## src/rtl/dct_eo_pkg.sv

```systemverilog
package dct_eo_pkg;

    localparam int COEF_W  = 12;   // coefficient width
    localparam int COEF_FB = 11;   // coefficient fraction bits

    // even-half matrix: row m = output index 2m, column n = folded input n
    function automatic logic signed [COEF_W-1:0] coef_even(input logic [1:0] m, input logic [1:0] n);
        logic signed [COEF_W-1:0] c;
        case ({m, n})
            4'h0, 4'h1, 4'h2, 4'h3: c = 12'sd724;
            4'h4: c = 12'sd946;
            4'h5: c = 12'sd392;
            4'h6: c = -12'sd392;
            4'h7: c = -12'sd946;
            4'h8: c = 12'sd724;
            4'h9: c = -12'sd724;
            4'hA: c = -12'sd724;
            4'hB: c = 12'sd724;
            4'hC: c = 12'sd392;
            4'hD: c = -12'sd946;
            4'hE: c = 12'sd946;
            default: c = -12'sd392;
        endcase
        return c;
    endfunction

    // odd-half matrix: row m = output index 2m+1, column n = folded input n
    function automatic logic signed [COEF_W-1:0] coef_odd(input logic [1:0] m, input logic [1:0] n);
        logic signed [COEF_W-1:0] c;
        case ({m, n})
            4'h0: c = 12'sd1004;
            4'h1: c = 12'sd851;
            4'h2: c = 12'sd569;
            4'h3: c = 12'sd200;
            4'h4: c = 12'sd851;
            4'h5: c = -12'sd200;
            4'h6: c = -12'sd1004;
            4'h7: c = -12'sd569;
            4'h8: c = 12'sd569;
            4'h9: c = -12'sd1004;
            4'hA: c = 12'sd200;
            4'hB: c = 12'sd851;
            4'hC: c = 12'sd200;
            4'hD: c = -12'sd569;
            4'hE: c = 12'sd851;
            default: c = -12'sd1004;
        endcase
        return c;
    endfunction

endpackage

```

## src/rtl/dct_eo_butterfly.sv

```systemverilog
module dct_eo_butterfly #(
    parameter int IW = 9
) (
    input  logic                 inv,
    input  logic signed [IW-1:0] a,
    input  logic signed [IW-1:0] b,
    output logic signed [IW:0]   op_e,
    output logic signed [IW:0]   op_o
);
    logic signed [IW:0] ax, bx;

    assign ax = {a[IW-1], a};
    assign bx = {b[IW-1], b};

    // forward: fold into sum and difference; inverse: pass the pair through
    assign op_e = inv ? ax : ax + bx;
    assign op_o = inv ? bx : ax - bx;
endmodule

```

## src/rtl/dct_eo_mac.sv

```systemverilog
module dct_eo_mac #(
    parameter int OPW = 10,
    parameter int CW  = 12,
    parameter int RB  = 4,
    parameter int AW  = 21
) (
    input  logic signed [OPW-1:0] op,
    input  logic signed [CW-1:0]  coef,
    input  logic signed [AW-1:0]  acc,
    input  logic                  clear,
    output logic signed [AW-1:0]  acc_nx
);
    localparam int PW = OPW + CW;

    logic signed [PW-1:0] prod, prod_r, half;
    logic signed [AW-1:0] base;

    assign half   = PW'(1) <<< (RB - 1);
    assign prod   = op * coef;
    // drop RB fraction bits, round to nearest, before accumulation
    assign prod_r = (prod + half) >>> RB;
    assign base   = clear ? '0 : acc;
    assign acc_nx = base + AW'(prod_r);
endmodule

```

## src/rtl/dct_eo_fmt.sv

```systemverilog
module dct_eo_fmt #(
    parameter int SW = 22,
    parameter int SH = 7,
    parameter int OW = 12
) (
    input  logic signed [SW-1:0] v,
    output logic signed [OW-1:0] y
);
    localparam logic signed [SW-1:0] MAXV = SW'((64'sd1 <<< (OW - 1)) - 64'sd1);
    localparam logic signed [SW-1:0] MINV = -MAXV - SW'(1);

    logic signed [SW-1:0] half, r;

    assign half = SW'(1) <<< (SH - 1);
    assign r    = (v + half) >>> SH;

    always_comb begin
        if (r > MAXV)      y = MAXV[OW-1:0];
        else if (r < MINV) y = MINV[OW-1:0];
        else               y = OW'(r);
    end
endmodule

```

## src/rtl/dct_eo8.sv

```systemverilog
module dct_eo8
    import dct_eo_pkg::*;
#(
    parameter int IW = 9,
    parameter int OW = 12,
    parameter int RB = 4
) (
    input  logic                 clk,
    input  logic                 rst,
    input  logic                 in_valid,
    input  logic                 in_inv,
    input  logic signed [IW-1:0] in_a,
    input  logic signed [IW-1:0] in_b,
    output logic                 out_valid,
    output logic signed [OW-1:0] out_a,
    output logic signed [OW-1:0] out_b
);
    localparam int CW  = COEF_W;
    localparam int OPW = IW + 1;
    localparam int PW  = OPW + CW;
    localparam int QW  = PW - RB;
    localparam int AW  = QW + 3;
    localparam int SW  = AW + 1;
    localparam int SH  = COEF_FB - RB;
    localparam int NL  = 4;

    typedef struct packed {
        logic [1:0]                  phase;
        logic                        vmode;
        logic                        s1_valid;
        logic [1:0]                  s1_phase;
        logic                        s1_inv;
        logic signed [OPW-1:0]       s1_e;
        logic signed [OPW-1:0]       s1_o;
        logic [NL-1:0][AW-1:0]       acc_e;
        logic [NL-1:0][AW-1:0]       acc_o;
        logic                        out_valid;
        logic [1:0]                  out_idx;
        logic [NL-1:0][OW-1:0]       hold_a;
        logic [NL-1:0][OW-1:0]       hold_b;
    } state_t;

    state_t q, d;

    logic                  cur_inv, last_pair;
    logic signed [OPW-1:0] bf_e, bf_o;
    logic signed [CW-1:0]  ce [NL];
    logic signed [CW-1:0]  co [NL];
    logic signed [AW-1:0]  acc_e_nx [NL];
    logic signed [AW-1:0]  acc_o_nx [NL];
    logic signed [SW-1:0]  sum_a [NL];
    logic signed [SW-1:0]  sum_b [NL];
    logic signed [OW-1:0]  fmt_a [NL];
    logic signed [OW-1:0]  fmt_b [NL];

    // direction is fixed by the first pair of each vector
    assign cur_inv   = (q.phase == 2'd0) ? in_inv : q.vmode;
    assign last_pair = q.s1_valid && (q.s1_phase == 2'd3);

    dct_eo_butterfly #(.IW(IW)) u_bfly (
        .inv  (cur_inv),
        .a    (in_a),
        .b    (in_b),
        .op_e (bf_e),
        .op_o (bf_o)
    );

    for (genvar j = 0; j < NL; j++) begin : g_lane
        logic signed [SW-1:0] ex, ox;

        // forward: lane j is output j, phase picks the column; inverse: transposed
        assign ce[j] = q.s1_inv ? coef_even(q.s1_phase, 2'(j)) : coef_even(2'(j), q.s1_phase);
        assign co[j] = q.s1_inv ? coef_odd(q.s1_phase, 2'(j))  : coef_odd(2'(j), q.s1_phase);

        dct_eo_mac #(.OPW(OPW), .CW(CW), .RB(RB), .AW(AW)) u_mac_e (
            .op     (q.s1_e),
            .coef   (ce[j]),
            .acc    (q.acc_e[j]),
            .clear  (q.s1_phase == 2'd0),
            .acc_nx (acc_e_nx[j])
        );

        dct_eo_mac #(.OPW(OPW), .CW(CW), .RB(RB), .AW(AW)) u_mac_o (
            .op     (q.s1_o),
            .coef   (co[j]),
            .acc    (q.acc_o[j]),
            .clear  (q.s1_phase == 2'd0),
            .acc_nx (acc_o_nx[j])
        );

        assign ex = {acc_e_nx[j][AW-1], acc_e_nx[j]};
        assign ox = {acc_o_nx[j][AW-1], acc_o_nx[j]};

        // inverse recombination butterfly: (e+o, e-o) gives mirrored samples
        assign sum_a[j] = q.s1_inv ? ex + ox : ex;
        assign sum_b[j] = q.s1_inv ? ex - ox : ox;

        dct_eo_fmt #(.SW(SW), .SH(SH), .OW(OW)) u_fmt_a (.v(sum_a[j]), .y(fmt_a[j]));
        dct_eo_fmt #(.SW(SW), .SH(SH), .OW(OW)) u_fmt_b (.v(sum_b[j]), .y(fmt_b[j]));
    end

    always_comb begin
        d = q;

        if (in_valid) begin
            d.phase = q.phase + 2'd1;
            if (q.phase == 2'd0) d.vmode = in_inv;
        end

        d.s1_valid = in_valid;
        if (in_valid) begin
            d.s1_phase = q.phase;
            d.s1_inv   = cur_inv;
            d.s1_e     = bf_e;
            d.s1_o     = bf_o;
        end

        if (q.s1_valid) begin
            for (int j = 0; j < NL; j++) begin
                d.acc_e[j] = acc_e_nx[j];
                d.acc_o[j] = acc_o_nx[j];
            end
        end

        if (last_pair) begin
            d.out_valid = 1'b1;
            d.out_idx   = 2'd0;
            for (int j = 0; j < NL; j++) begin
                d.hold_a[j] = fmt_a[j];
                d.hold_b[j] = fmt_b[j];
            end
        end else if (q.out_valid) begin
            if (q.out_idx == 2'd3) d.out_valid = 1'b0;
            else                   d.out_idx   = q.out_idx + 2'd1;
        end
    end

    always_ff @(posedge clk) begin
        if (rst) q <= '0;
        else     q <= d;
    end

    assign out_valid = q.out_valid;
    assign out_a     = q.hold_a[q.out_idx];
    assign out_b     = q.hold_b[q.out_idx];

    AST_BURST_FOUR: assert property (@(posedge clk) disable iff (rst)
        $rose(out_valid) |=> out_valid ##1 out_valid ##1 out_valid);
    AST_LAST_PAIR_OUT: assert property (@(posedge clk) disable iff (rst)
        last_pair |=> (out_valid && q.out_idx == 2'd0));
    AST_NO_SPURIOUS: assert property (@(posedge clk) disable iff (rst)
        $rose(out_valid) |-> $past(last_pair));
    AST_BURST_END: assert property (@(posedge clk) disable iff (rst)
        (out_valid && q.out_idx == 2'd3 && !last_pair) |=> !out_valid);
    AST_MODE_HELD: assert property (@(posedge clk) disable iff (rst)
        (in_valid && q.phase != 2'd0) |=> q.vmode == $past(q.vmode));
endmodule

```

## config.mk

```make
export PLATFORM = sky130hd
export DESIGN_NAME = dct_eo8
export DESIGN_NICKNAME = d
export VERILOG_FILES = /design/src/rtl/dct_eo_pkg.sv /design/src/rtl/dct_eo_butterfly.sv /design/src/rtl/dct_eo_mac.sv /design/src/rtl/dct_eo_fmt.sv /design/src/rtl/dct_eo8.sv
export SDC_FILE = /design/constraint.sdc
export NUM_CORES = 2
export LEC_CHECK = 0
export ABC_CLOCK_PERIOD_IN_PS = 29700
export BUFFER_PORTS_ARGS = -buffer_cell sky130_fd_sc_hd__buf_4
export CAP_MARGIN = 10
export CORE_MARGIN = 2
export CORE_UTILIZATION = 50
export DETAILED_ROUTE_END_ITERATION = 10
export GPL_TIMING_DRIVEN = 1
export PLACE_DENSITY = 0.65
export RECOVER_POWER = 100
export SETUP_SLACK_MARGIN = 0.15
export SLEW_MARGIN = 0
export SYNTH_ARGS = -nofsm -noshare
export SYNTH_HDL_FRONTEND = slang
export SYNTH_SLANG_ARGS = --single-unit
```

## constraint.sdc

```tcl
create_clock -name clk -period 29.7 [get_ports clk]
set_clock_uncertainty 0.2 [all_clocks]
set_input_delay 1.485 -clock clk [delete_from_list [all_inputs] [get_ports clk]]
set_output_delay 1.485 -clock clk [all_outputs]
set_load 0.1 [all_outputs]
```

# Yosys cells after proc, flatten, opt, wreduce, memory -nomap -nowiden
# Cells that the tools add are included.
dict set report op_classes {
  n_addsub 36
  n_mul 8
  n_div 0
  magnitude_cmp 17
  eq_ne 4
  n_shift 0
  mux 59
  bitwise 1
  reduce_logical 9
}
# op n
set op_table {}
lappend op_table {{12-bit case mux with 4 select lines} 6}
lappend op_table {{12-bit 2-to-1 mux} 23}
lappend op_table {{22-bit by 5-bit adder with 22-bit output, second input constant} 8}
lappend op_table {{22-bit by 8-bit adder with 22-bit output, second input constant} 8}
lappend op_table {{10-bit by 12-bit multiplier with 22-bit output} 8}
lappend op_table {{22-bit 2-to-1 mux} 8}
lappend op_table {{21-bit by 18-bit adder with 21-bit output} 8}
lappend op_table {{21-bit 2-to-1 mux} 8}
lappend op_table {{15-bit by 12-bit greater-than comparator with 1-bit output, second input constant} 8}
lappend op_table {{15-bit by 12-bit less-than comparator with 1-bit output, second input constant} 8}
lappend op_table {{12-bit case mux with 3 select lines} 3}
lappend op_table {{21-bit by 21-bit adder with 22-bit output} 4}
lappend op_table {{21-bit by 21-bit subtractor with 22-bit output} 4}
lappend op_table {{12-bit binary-select mux with 2-bit select} 2}
lappend op_table {{12-bit case mux with 2 select lines} 2}
lappend op_table {{10-bit 2-to-1 mux} 2}
lappend op_table {{9-bit by 9-bit adder with 10-bit output} 1}
lappend op_table {{9-bit by 9-bit subtractor with 10-bit output} 1}
lappend op_table {{2-bit OR reduction} 4}
lappend op_table {{2-bit == test, second input constant} 3}
lappend op_table {{3-bit 2-to-1 mux} 2}
lappend op_table {{2-bit by 1-bit adder with 2-bit output, second input constant} 2}
lappend op_table {{2-bit logical NOT} 2}
lappend op_table {{4-bit OR reduction} 1}
lappend op_table {{7 further kinds} 8}
dict set report word_totals {
  register_bits 293
  latchBits 0
  ram_bits 0
  romBits 0
  input_bits 22
  out_inout_bits 25
  wordCells 158
  memories 0
}

# Longest topological paths before layout
dict set report logic_depth {
  word_depth 13
  ltp_mapped 58
  depth_no_buf 50
}

# Modules after synthesis
# From an unflattened synthesis, not the netlist that was laid out.
dict set report unflattened {
  hier_cells 9183
  hier_area_um2 73275.3
}
# module instances cells_each area_each_um2 seq_area_each_um2
set by_module_without_submodules {}
lappend by_module_without_submodules {dct_eo8 1 2879 22074.9 5865.6}
lappend by_module_without_submodules {{dct_eo_mac at g_lane[2].u_mac_e ...} 3 680 5696.7 0.0}
lappend by_module_without_submodules {{dct_eo_mac at g_lane[1].u_mac_e} 1 699 5800.6 0.0}
lappend by_module_without_submodules {{dct_eo_mac at g_lane[0].u_mac_o} 1 687 5749.3 0.0}
lappend by_module_without_submodules {{dct_eo_mac at g_lane[0].u_mac_e} 1 689 5740.5 0.0}
lappend by_module_without_submodules {{dct_eo_mac at g_lane[3].u_mac_o} 1 685 5698.0 0.0}
lappend by_module_without_submodules {{dct_eo_mac at g_lane[1].u_mac_o} 1 673 5644.2 0.0}
lappend by_module_without_submodules {dct_eo_fmt 8 85 558.0 0.0}
lappend by_module_without_submodules {dct_eo_butterfly 1 151 1013.5 0.0}

# Worst setup path after synthesis
# No wires, ideal clock.
dict set report synth_path {
  path_type {flip-flop to flip-flop}
  startpoint {register q[287] in the netlist's numbering}
  endpoint {register q[14] in the netlist's numbering}
  setup_ps 122
  arrival_time_ps 11792
  required_ps 29378
  path_slack_ps 17587
  stages_incl_launch_ff 51
  path_buffers 13
  period_less_slack_ps 12113
  cell_sequence {dfxtp_1 > buf_2 > buf_2 > buf_2 > buf_2 > buf_2 > buf_2 > buf_2 > clkbuf_1 > buf_2 > buf_1 > clkbuf_1 > o21ai_1 > nand2_1 > fa_1 > fa_1 > inv_1 > fa_1 > [15 not listed] > o21a_1 > xnor2_1 > inv_1 > ha_1 > clkbuf_1 > a22o_1 > nor4_1 > a22oi_1 > a311o_1 > a21oi_1 > o21bai_1 > a2111oi_0 > a211o_1 > inv_1 > a21boi_1 > a21oi_1 > buf_2 > a221o_1}
}
# element line
set synth_rtl {}
lappend synth_rtl {{start: declaration} dct_eo8.sv:43} ;# state_t q, d;
lappend synth_rtl {{start signal: assignment} dct_eo8.sv:139} ;# if (rst) q <= '0;
lappend synth_rtl {{start signal: assignment} dct_eo8.sv:140} ;# else q <= d;

==> results.toml <==
[drt]
drt_pre_antenna_iters = 6
drtIter0Drc = 4159
wl_um = 198000
post-route-drc-count = 0
routedWlPerCell_um = 21.5
drtAntennaViolNets = 0
vias_per_cell = 5.79
via_count = 53280

[sta]
max_slew_margin_pct = -131
final.period_utilization_pct = 54.0
grt_setup_unrepaired = "no"
tightest_slew_ns = 3.46
fin_ws_ns = 13.67
final_max_slew_viol_count = 313
finalSetupTns_ns = 0
finalHoldViolCount = 0
fmax_mhz = 62.4
setup_viol = 0
layout_min_cycle_time_ns = 16.03
hold-worst-slack_ns = 0.265

[synthesis]
synth.area.top_cells = "fa_1, ha_1, dfxtp_1"
synth_area_um2 = 63100
ys_ff_latch = 293
avgSynthCellArea_um2 = 8.26
async_reset_ff_share_pct = 0
yosysTopAreaCell = "fa_1"
yosys_warnings = 0
yosys.cell_types.count = 125
ys_seq_area_share_pct = 9.30
synthCells = 7635
synthMostInstantiatedCell = "inv_1"
synth-edff-count = 0
syn-num-nets = 9142
synthFlopType = "dfxtp_1"
synth.top_cells.by_count = "inv_1, ha_1, fa_1, nor2_1, nand2_1"
synth_top_area_share_pct = 22.8

[placement]
placed_cells = 9133
hpwl_um = 163000
pre_cts_ws_ns = 15.98
place_area_um2 = 65000
routabilityCongestion = 0.994
port_buffers = 46

[cts]
post-cts-setup-buffer-count = 0
insertion_delay_ns = 0.64
cts-root-buf = "clkbuf_16"
holdBufCountCts = 0
h-tree-depth = 2
clock_sinks = 293
clockBufferDepth = 3
post_cts_resize_count = 0
numCtsBuffers = 41
clkTransAtPathRegs_ns = 0.07
cts_tree = "yes"

[power_and_ir_drop]
power_frac_clock_pct = 7.1
p_int_mw = 3.33
seq_power_share_pct = 5.9
swShare_pct = 58.6
pwr-share-comb_pct = 87.0
switchingPower_mw = 4.71
p_total_mw = 8.05
p_leak_nw = 32.8
ir_worst_vdd_v = 0.000167
power-per-cell-area_nw_per_um2 = 122

[run_status]
violations = "capacitance limit, slew limit"
status = "complete, but fails checks"

[global_routing]
grt_pass1_vias = 52214
overflow = 0
track_usage_pct = 30.4
antenna_found_initial = 4
grt_max_degree = 122
grt_pass1_wl_um = 306000

[critical_path]
cpLargestDelayFamily = "simple AND/OR/NAND/NOR gates"
cp-start-kind = "register"
max_stage_delay_ns = 1.61
rr_worst_depth = 45
endpoint_kind = "register"
path_depth = 45
worstPathArrival_ns = 16.40
setup.worst_path.class = "register to register"
cp_num_buf_inv = 7
crit_path_max_fanout = 36
required_ns = 30.08
crit_slowest_cell = "clkbuf_1"
rrSetupSlack_ns = 13.67

[cells_and_area]
drive_above_1_share_pct = 3.57
final_nets = 9034
stdcell_area_um2 = 66200
post-route-util_pct = 52.8
area_growth_syn_to_layout_pct = 4.87
finalNonFillerCells = 9210
num-fill-cells = 11931

[floorplanning]
core_area_um2 = 125000
die_x_um = 359
io_pins = 47
die_h_um = 359
rows = 130
initial_core_util_pct = 50.3
die-area_um2 = 129000

[worst_hold_path]
hp-class = "register to register"
hold_depth = 2

[flow_run]
maxCapViolations = 9
==> worst min-delay path, delay by kind of cell, from the launching register on <==
family          cells  cell delay (ns)
flops               1             0.33
simple gates        1             0.04
compound gates      1             0.06
==> sequential cells by signal (all words and copies together) (netlist names) <==
name,flops
out_valid,1
q,292
==> power groups by stage <==
stage	sequential [mW]	combinational, mW	clock (mW)
after floorplan	0.466	4.99	0
after global placement	0.479	6.80	0
after detailed placement	0.480	6.89	0
after CTS	0.472	6.93	0.582
after global routing	0.478	7.66	0.594
final	0.474	7.00	0.570
==> cell usage in the layout, fill, tap and decap left out, drive strengths merged, types with 20 or more instances in the layout <==
cell type and count:
mux2i 185, a21oi 364, inv 1309, buf 71, xor2 130, mux4 24
a21boi 25, clkbuf 86, xnor2 330, o21a 69, nor2 641, a2111oi 20
or2 27, or4 20, nor2b 255, o211ai 59, nand2b 101, and3 58
a21o 104, nor3b 20, or3 40, nand4 31, fa 718, ha 767
and2 152, a221o 39, o31ai 32, nor3 102, nand3 90, dfxtp 293
a211o 25, o21ai 250, o21bai 65, a31oi 53, nand2 531, a211oi 117
nor4 36
==> metal layers <==
metal / vias up / part of all wire, % / track usage (%)
met5: - / 0.0066 / 0
met3: 321 / 7.8 / 5.67
li1: 25114 / - / -
met2: 1839 / 44 / 48.1
met1: 26004 / 44 / 41.9
met4: 2 / 3.6 / 9.94
==> cell families (layout without fill, tap and decap cells) <==
logic type               count (synthesis)  after routing  synth area share, %
AND/OR/NAND/NOR                       2174           2174                 17.0
XOR/XNOR                               460            460                 6.40
buffers and inverters                 1566           1488                 9.41
AO/OA/AOI/OAI                         1436           1436                 15.9
other                                    0              3                    0
multiplexers                           221            221                 4.03
adder cells (fa/ha/maj)               1485           1485                 38.0
flip-flops                             293            293                 9.30
==> path summary, 6_finish.rpt <==
kind | startpoint | to
worst max-delay path | q[288]$_SDFFE_PP0P_ | q[77]$_SDFFE_PP0P_
worst min-delay path | q[0]$_SDFFE_PP0P_ | q[0]$_SDFFE_PP0P_
worst max register to register | q[288]$_SDFFE_PP0P_ | q[77]$_SDFFE_PP0P_
worst min register to register | q[0]$_SDFFE_PP0P_ | q[0]$_SDFFE_PP0P_
==> layout make-up <==
| cell class | instances | area (µm²) | share of cell area (%) |
|---|---|---|---|
| multi-input cells | 5776 | 51100 | 77.3 |
| flip-flops and latches | 293 | 5870 | 8.88 |
| inverters | 1308 | 4910 | 7.42 |
| well taps | 1650 | 2060 | 3.12 |
| clock buffers | 50 | 1090 | 1.65 |
| repair buffers | 107 | 678 | 1.03 |
| clock inverters | 23 | 420 | 0.635 |
| diodes | 3 | 7.51 | 0.0113 |
(Power assumes the default switching activity.)
